$ cat config.mk
export PLATFORM = sky130hd
export DESIGN_NAME = pmr_resolver
export DESIGN_NICKNAME = d
export VERILOG_FILES = /design/src/rtl/pmr_pkg.sv /design/src/rtl/pmr_table.sv /design/src/rtl/pmr_pipe.sv /design/src/rtl/pmr_resolver.sv
export SDC_FILE = /design/constraint.sdc
export NUM_CORES = 2
export LEC_CHECK = 0
export BUFFER_PORTS_ARGS = -buffer_cell sky130_fd_sc_hd__buf_4
export CELL_PAD_IN_SITES_DETAIL_PLACEMENT = 1
export CELL_PAD_IN_SITES_GLOBAL_PLACEMENT = 1
export CORE_MARGIN = 2
export CORE_UTILIZATION = 37
export DETAILED_ROUTE_END_ITERATION = 16
export HOLD_SLACK_MARGIN = 0.05
export PLACE_DENSITY = 0.65
export SYNTH_ARGS = -nofsm -noshare
export SYNTH_HDL_FRONTEND = slang
export SYNTH_SLANG_ARGS = --single-unit
export TNS_END_PERCENT = 10
$ cat constraint.sdc
create_clock -name clk -period 4.6 [get_ports clk]
set_input_delay 0.92 -clock clk [delete_from_list [all_inputs] [get_ports clk]]
set_output_delay 0.92 -clock clk [all_outputs]
set_load 0.02 [all_outputs]
$ cat src/rtl/pmr_pkg.sv
package pmr_pkg;

    localparam int NPORT      = 12;
    localparam int PORT_W     = $clog2(NPORT);
    localparam int IDX_W      = 7;
    localparam int HASH_W     = 4;
    localparam int TBL_DEPTH  = 92;
    localparam int AGGR_BASE  = 64;
    localparam int SRC_BASE   = 80;
    localparam int ADDR_CPU   = 96;
    localparam int ADDR_FL_UC = 97;
    localparam int ADDR_FL_MC = 98;
    localparam int ADDR_FL_BC = 99;

    typedef logic [NPORT-1:0]  pmask_t;
    typedef logic [PORT_W-1:0] port_t;
    typedef logic [IDX_W-1:0]  tidx_t;

    typedef enum logic [1:0] {
        FCLS_UC  = 2'd0,
        FCLS_MC  = 2'd1,
        FCLS_BC  = 2'd2,
        FCLS_BC2 = 2'd3
    } fclass_t;

    typedef struct packed {
        port_t  src;
        logic   hit;
        port_t  cpu;
        pmask_t dst;
        pmask_t aggr;
        pmask_t srcm;
    } s1_t;

    typedef struct packed {
        port_t  src;
        logic   hit;
        port_t  cpu;
        pmask_t mask;
        logic   cpu_copy;
    } s2_t;

    function automatic pmask_t port_bit(input port_t p);
        if (int'(p) < NPORT) return pmask_t'(1) << p;
        return '0;
    endfunction

    function automatic tidx_t src_entry(input port_t p);
        if (int'(p) < NPORT) return tidx_t'(SRC_BASE + int'(p));
        return '1;
    endfunction

endpackage

$ cat src/rtl/pmr_table.sv
module pmr_table
    import pmr_pkg::*;
(
    input  logic   clk,
    input  logic   rst,
    input  logic   wr_en,
    input  tidx_t  wr_addr,
    input  pmask_t wr_data,
    input  tidx_t  rd_dst_idx,
    input  tidx_t  rd_aggr_idx,
    input  tidx_t  rd_src_idx,
    output pmask_t dst_mask,
    output pmask_t aggr_mask,
    output pmask_t src_mask,
    output port_t  cfg_cpu,
    output tidx_t  cfg_fl_uc,
    output tidx_t  cfg_fl_mc,
    output tidx_t  cfg_fl_bc
);

    pmask_t ent [TBL_DEPTH];

    for (genvar g = 0; g < TBL_DEPTH; g++) begin : g_row
        always_ff @(posedge clk) begin
            if (rst)
                ent[g] <= '0;
            else if (wr_en && wr_addr == tidx_t'(g))
                ent[g] <= wr_data;
        end
    end

    always_ff @(posedge clk) begin
        if (rst) begin
            cfg_cpu   <= '0;
            cfg_fl_uc <= '0;
            cfg_fl_mc <= '0;
            cfg_fl_bc <= '0;
        end else if (wr_en) begin
            case (int'(wr_addr))
                ADDR_CPU:   cfg_cpu   <= wr_data[PORT_W-1:0];
                ADDR_FL_UC: cfg_fl_uc <= wr_data[IDX_W-1:0];
                ADDR_FL_MC: cfg_fl_mc <= wr_data[IDX_W-1:0];
                ADDR_FL_BC: cfg_fl_bc <= wr_data[IDX_W-1:0];
                default: ;
            endcase
        end
    end

    always_comb begin
        dst_mask  = (int'(rd_dst_idx)  < TBL_DEPTH) ? ent[rd_dst_idx]  : '0;
        aggr_mask = (int'(rd_aggr_idx) < TBL_DEPTH) ? ent[rd_aggr_idx] : '0;
        src_mask  = (int'(rd_src_idx)  < TBL_DEPTH) ? ent[rd_src_idx]  : '0;
    end

endmodule

$ cat src/rtl/pmr_pipe.sv
module pmr_pipe
    import pmr_pkg::*;
(
    input  logic   clk,
    input  logic   rst,
    input  logic   req_valid,
    output logic   req_ready,
    input  port_t  req_src_port,
    input  logic   req_hit,
    input  tidx_t  req_dest_idx,
    input  logic [1:0] req_class,
    input  logic [HASH_W-1:0] req_hash,
    output tidx_t  rd_dst_idx,
    output tidx_t  rd_aggr_idx,
    output tidx_t  rd_src_idx,
    input  pmask_t dst_mask,
    input  pmask_t aggr_mask,
    input  pmask_t src_mask,
    input  port_t  cfg_cpu,
    input  tidx_t  cfg_fl_uc,
    input  tidx_t  cfg_fl_mc,
    input  tidx_t  cfg_fl_bc,
    output logic   rsp_valid,
    input  logic   rsp_ready,
    output pmask_t rsp_mask,
    output logic   rsp_cpu_copy,
    output logic   s1_valid_o,
    output port_t  s2_src_o,
    output logic   s2_hit_o,
    output port_t  s2_cpu_o
);

    logic advance;
    logic s1_valid;
    s1_t  s1_q;
    s2_t  s2_d, s2_q;

    assign advance   = !rsp_valid || rsp_ready;
    assign req_ready = advance;

    always_comb begin
        if (req_hit) begin
            rd_dst_idx = req_dest_idx;
        end else begin
            case (fclass_t'(req_class))
                FCLS_UC: rd_dst_idx = cfg_fl_uc;
                FCLS_MC: rd_dst_idx = cfg_fl_mc;
                default: rd_dst_idx = cfg_fl_bc;
            endcase
        end
        rd_aggr_idx = tidx_t'(AGGR_BASE + int'(req_hash));
        rd_src_idx  = src_entry(req_src_port);
    end

    always_ff @(posedge clk) begin
        if (rst) begin
            s1_valid <= 1'b0;
            s1_q     <= '0;
        end else if (advance) begin
            s1_valid <= req_valid;
            if (req_valid) begin
                s1_q.src  <= req_src_port;
                s1_q.hit  <= req_hit;
                s1_q.cpu  <= cfg_cpu;
                s1_q.dst  <= dst_mask;
                s1_q.aggr <= aggr_mask;
                s1_q.srcm <= src_mask;
            end
        end
    end

    always_comb begin
        pmask_t cpu_b;
        cpu_b         = port_bit(s1_q.cpu);
        s2_d.src      = s1_q.src;
        s2_d.hit      = s1_q.hit;
        s2_d.cpu      = s1_q.cpu;
        s2_d.cpu_copy = s1_q.hit && ((s1_q.dst & cpu_b) != '0);
        s2_d.mask     = s1_q.dst & s1_q.aggr & s1_q.srcm & ~port_bit(s1_q.src);
        if (s2_d.cpu_copy)
            s2_d.mask = s2_d.mask & ~cpu_b;
    end

    always_ff @(posedge clk) begin
        if (rst) begin
            rsp_valid <= 1'b0;
            s2_q      <= '0;
        end else if (advance) begin
            rsp_valid <= s1_valid;
            if (s1_valid)
                s2_q <= s2_d;
        end
    end

    assign rsp_mask     = s2_q.mask;
    assign rsp_cpu_copy = s2_q.cpu_copy;
    assign s1_valid_o   = s1_valid;
    assign s2_src_o     = s2_q.src;
    assign s2_hit_o     = s2_q.hit;
    assign s2_cpu_o     = s2_q.cpu;

endmodule

$ cat src/rtl/pmr_resolver.sv
module pmr_resolver
    import pmr_pkg::*;
(
    input  logic        clk,
    input  logic        rst,
    input  logic        cfg_wr_en,
    input  logic [6:0]  cfg_wr_addr,
    input  logic [11:0] cfg_wr_data,
    input  logic        req_valid,
    output logic        req_ready,
    input  logic [3:0]  req_src_port,
    input  logic        req_hit,
    input  logic [6:0]  req_dest_idx,
    input  logic [1:0]  req_class,
    input  logic [3:0]  req_hash,
    output logic        rsp_valid,
    input  logic        rsp_ready,
    output logic [11:0] rsp_mask,
    output logic        rsp_cpu_copy
);

    tidx_t  rd_dst_idx, rd_aggr_idx, rd_src_idx;
    pmask_t dst_mask, aggr_mask, src_mask;
    port_t  cfg_cpu;
    tidx_t  cfg_fl_uc, cfg_fl_mc, cfg_fl_bc;
    logic   s1_valid;
    port_t  s2_src;
    logic   s2_hit;
    port_t  s2_cpu;

    pmr_table u_table (
        .clk        (clk),
        .rst        (rst),
        .wr_en      (cfg_wr_en),
        .wr_addr    (cfg_wr_addr),
        .wr_data    (cfg_wr_data),
        .rd_dst_idx (rd_dst_idx),
        .rd_aggr_idx(rd_aggr_idx),
        .rd_src_idx (rd_src_idx),
        .dst_mask   (dst_mask),
        .aggr_mask  (aggr_mask),
        .src_mask   (src_mask),
        .cfg_cpu    (cfg_cpu),
        .cfg_fl_uc  (cfg_fl_uc),
        .cfg_fl_mc  (cfg_fl_mc),
        .cfg_fl_bc  (cfg_fl_bc)
    );

    pmr_pipe u_pipe (
        .clk         (clk),
        .rst         (rst),
        .req_valid   (req_valid),
        .req_ready   (req_ready),
        .req_src_port(req_src_port),
        .req_hit     (req_hit),
        .req_dest_idx(req_dest_idx),
        .req_class   (req_class),
        .req_hash    (req_hash),
        .rd_dst_idx  (rd_dst_idx),
        .rd_aggr_idx (rd_aggr_idx),
        .rd_src_idx  (rd_src_idx),
        .dst_mask    (dst_mask),
        .aggr_mask   (aggr_mask),
        .src_mask    (src_mask),
        .cfg_cpu     (cfg_cpu),
        .cfg_fl_uc   (cfg_fl_uc),
        .cfg_fl_mc   (cfg_fl_mc),
        .cfg_fl_bc   (cfg_fl_bc),
        .rsp_valid   (rsp_valid),
        .rsp_ready   (rsp_ready),
        .rsp_mask    (rsp_mask),
        .rsp_cpu_copy(rsp_cpu_copy),
        .s1_valid_o  (s1_valid),
        .s2_src_o    (s2_src),
        .s2_hit_o    (s2_hit),
        .s2_cpu_o    (s2_cpu)
    );

endmodule

==> run summary <==
Cell Chain, Critical Path: buf_4 -> or2_1 -> o221a_4 -> buf_4 -> nand2_1 -> nand3_1 -> and3_1 -> a31oi_1 -> o211ai_1 -> nor2_1 -> o32ai_2
RSZ-0062 raised after global routing: false
Fin. Hold Viols: 0
GRT Util Overall: 0.281
Final Wtd Congestion: 0.961
Worst rel slew slack: 0.194
# port buffers: 56
CP dominant cell by count: buf_4
Post-CTS Setup Bufs: 0
CTS tree: done
Peak Freq: 252 MHz
Pwr/cell area: 390 mW/mm^2
Crit-path slowest cell: nor2_1
Post-synthesis adder-cell area fraction: 0
Syn_nets: 5637
Synthesis warning total: 0
CP top delay family: simple AND/OR/NAND/NOR gates
Compound-Gate Fraction of Synth Area: 0.0848
Clk slew on worst S/H paths: 0.06 ns
Worst setup path startpoint: req_hit
First-pass GRT wire length: 343000 um
Die Y: 410 um
Post-DR vias/cell: 5.96
Main combinational cell family by area after synthesis: simple AND/OR/NAND/NOR gates
Hold depth: 2
Total power: 26.7 mW
RR Startpoint: u_table.cfg_fl_uc[1]
Final setup violation count: 0
Mux cell area share after synthesis: 0.0749
Max incr delay on CP: 0.72 ns
Clock skew: 0.0364 ns
Starting Density: 0.371
Netlist Area Pre-Place: 0.0611 mm^2
Fin crit share: 0.864
Synth top area share: 0.543
Die W: 410 um
VDD IR max: 0.392 mV
Post-Synth XOR/XNOR Area: 0
Post-synthesis simple-gate area fraction: 0.229
Synthesis-stage register bit count: 1189
CP Data Arrival Time: 4.61 ns
Number of synthesized flops with an enable pin: 1104
Syn_area_per_cell: 10.9 um^2
Commonest register cell after synthesis: edfxtp_1
Design area: 0.0686 mm^2
Critical Path RT: 5.23 ns
# IOs: 57
HP Class: flop to flop
Root buffer cell: clkbuf_16
Inserted Clock Buffers: 140
Run status: completed
Worst R2R End: u_pipe.s1_q[26]
Crit Path Class: input pin to flop
Leading area contributor after synthesis: edfxtp_1
Row count: 149
Post-synthesis cell count: 5595
Fin crit period: 3.97 ns
Post-route ant nets: 0
Post-Route WL: 240000 um
Initial antenna violation count: 13
CTS Hold Bufs: 0
Largest cells by area after synthesis: edfxtp_1 (54%), and2_1 (11%), nand2_1 (5.6%)
Worst-case reg-to-reg path depth: 10
Die Area: 0.168 mm^2
CTS sink count: 1189
Max FO, Critical Path: 53
Area after DPL: 0.0642 mm^2
Asr flop ratio synth: 0
Worst Setup EP: u_pipe.s1_q[26]
Pin count of the biggest net entering global routing: 98
Clock Latency Late Sink: 0.80 ns
Total grt overflow: 0
Final Net Count: 5577
Fin Hold WS: 0.455 ns
Worst setup EP type: flop
Crit start category: input pin
Pins over their slew limit: 0
Post-DP HPWL: 160000 um
Post-synthesis sequential area ratio: 0.571
CTS resizes: 0
Bufs and invs on worst path: 2
Worst Max-Slew Pin Slew: 1.21 ns
DRT Pass-1 Iters: 9
Core Footprint: 0.164 mm^2
WP depth: 11
Area Overhead vs Synth: 12.4%
DRC: 0
Post-synthesis cell type count: 68
Total number of vias: 46700
H-Tree Depth: 4
Clk buf depth: 3
R2r setup slk: 0.71 ns
Number of global-route vias before repair: 46800
Mean routed wirelength per cell: 30.7 um
Max-Cap Viols: 0
Initial DRC Count: 5549
Leakage: 24.9 nW
Sum Neg Setup Slack: 0 ns
Share of layout cells above drive strength 1: 0.115
-- power breakdown --
group / internal, mW / total, mW / switching, mW
sequential: 12.4 / 12.7 / 0.305
clock: 6.11 / 10.9 / 4.77
combinational: 0.948 / 3.19 / 2.25
-- final cells by class --
type / count / area [um^2]
fill: 17700 / 95800
clock inverter: 69 / 701
timing repair buffer: 329 / 2810
antenna: 2 / 5.00
multi-input combinational: 3870 / 23800
clock buffer: 176 / 3680
sequential: 1189 / 34900
inverter: 5 / 18.8
tap: 2189 / 2740
-- sequential cells by signal (all words and copies together), names as in the netlist --
| signal | flops |
|---|---|
| u_pipe.rsp_valid | 1 |
| u_table.cfg_fl_bc | 7 |
| u_table.cfg_fl_uc | 7 |
| u_table.cfg_cpu | 4 |
| u_pipe.rsp_cpu_copy | 1 |
| u_pipe.rsp_mask | 12 |
| u_pipe.s1_q | 45 |
| u_pipe.s1_valid_o | 1 |
| u_table.cfg_fl_mc | 7 |
| u_table.ent | 1104 |
-- Yosys cell counts (5+ instances only) --
| library cell | number |
|---|---|
| a21o_1 | 75 |
| a21oi_1 | 237 |
| o22ai_1 | 82 |
| buf_4 | 34 |
| or4_1 | 9 |
| o21ai_0 | 42 |
| mux2i_1 | 256 |
| and2_1 | 1111 |
| a222oi_1 | 11 |
| and3_1 | 61 |
| a32oi_1 | 16 |
| buf_6 | 23 |
| nand3_1 | 287 |
| edfxtp_1 | 1104 |
| nand2b_1 | 16 |
| a22oi_1 | 16 |
| nand4_1 | 23 |
| nor3_1 | 32 |
| buf_2 | 112 |
| a22o_1 | 5 |
| a31oi_1 | 61 |
| o211ai_1 | 8 |
| nor2b_1 | 29 |
| buf_1 | 22 |
| nand2_1 | 910 |
| dfxtp_1 | 85 |
| clkbuf_1 | 338 |
| nor2_1 | 222 |
| mux4_2 | 78 |
| a211oi_1 | 70 |
| mux2_2 | 20 |
| inv_1 | 5 |
| nor3_2 | 5 |
| a221oi_1 | 35 |
| a311oi_1 | 21 |
| or3_1 | 7 |
| o21ai_1 | 5 |
| o21bai_1 | 27 |
| a221o_1 | 6 |
| nor4_1 | 18 |
| o221ai_1 | 16 |
-- layout by cell type (no fill, tap or decap), drive strengths merged, types with 9 or more instances in the layout --
cell	synthesis	layout
a211oi	71	71
a21o	75	75
a21oi	239	239
a221oi	36	36
a222oi	11	11
a22oi	16	16
a311oi	21	21
a31oi	61	61
a32oi	16	16
and2	1111	1111
and3	61	61
buf	193	329
clkbuf	338	176
clkinv	0	55
dfxtp	85	85
edfxtp	1104	1104
inv	5	10
mux2	22	22
mux2i	256	256
mux4	78	78
nand2	910	910
nand2b	16	16
nand3	287	287
nand4	23	23
nor2	224	224
nor2b	29	29
nor3	37	37
nor4	18	18
o211ai	9	9
o21ai	48	48
o21bai	27	27
o221ai	17	17
o22ai	82	82
or4	9	9
-- metrics by stage --
stage          instances  setup slack [ns]   util
2_1_floorplan       5595              1.56      -
3_3_place_gp        7582            -0.141  0.391
3_5_place_dp        7582            -0.145  0.391
4_1_cts             7827             0.675  0.417
5_1_grt             7827             0.562  0.417
6_report            7829             0.627  0.417
-- worst min-delay path, cell delays in order (launching register included) --
cell and delay, ns:
dfxtp_1 0.31, nand2_1 0.05, a21oi_1 0.05
-- cell families (layout without fill, tap and decap cells) --
kind of cell | count (synthesis) | count (layout)
DFF | 1189 | 1189
AOI/OAI and AO/OA | 771 | 771
other | 0 | 2
and+or+nand+nor | 2743 | 2743
buffers and inverters | 536 | 579
muxes | 356 | 356
-- how the worst min path moves through the flow --
| stage | start | end | slack, ns |
|---|---|---|---|
| floorplan | u_table.cfg_cpu[1] | u_pipe.s1_q[37] | 0.43 |
| global placement | u_table.cfg_cpu[0] | u_pipe.s1_q[36] | 0.44 |
| detailed placement | u_table.cfg_cpu[3] | u_pipe.s1_q[39] | 0.44 |
| CTS | u_table.cfg_cpu[3] | u_pipe.s1_q[39] | 0.45 |
| global route | u_table.cfg_cpu[3] | u_pipe.s1_q[39] | 0.48 |
| finish | u_table.cfg_cpu[3] | u_pipe.s1_q[39] | 0.46 |
-- layer usage --
metal	share of wire	vias up	track usage
met5	0.00026	-	0
met4	0.048	10	0.125
met3	0.091	485	0.0607
met2	0.46	2206	0.440
met1	0.41	24200	0.372
li1	-	19800	-
(Power assumes the default switching activity.)
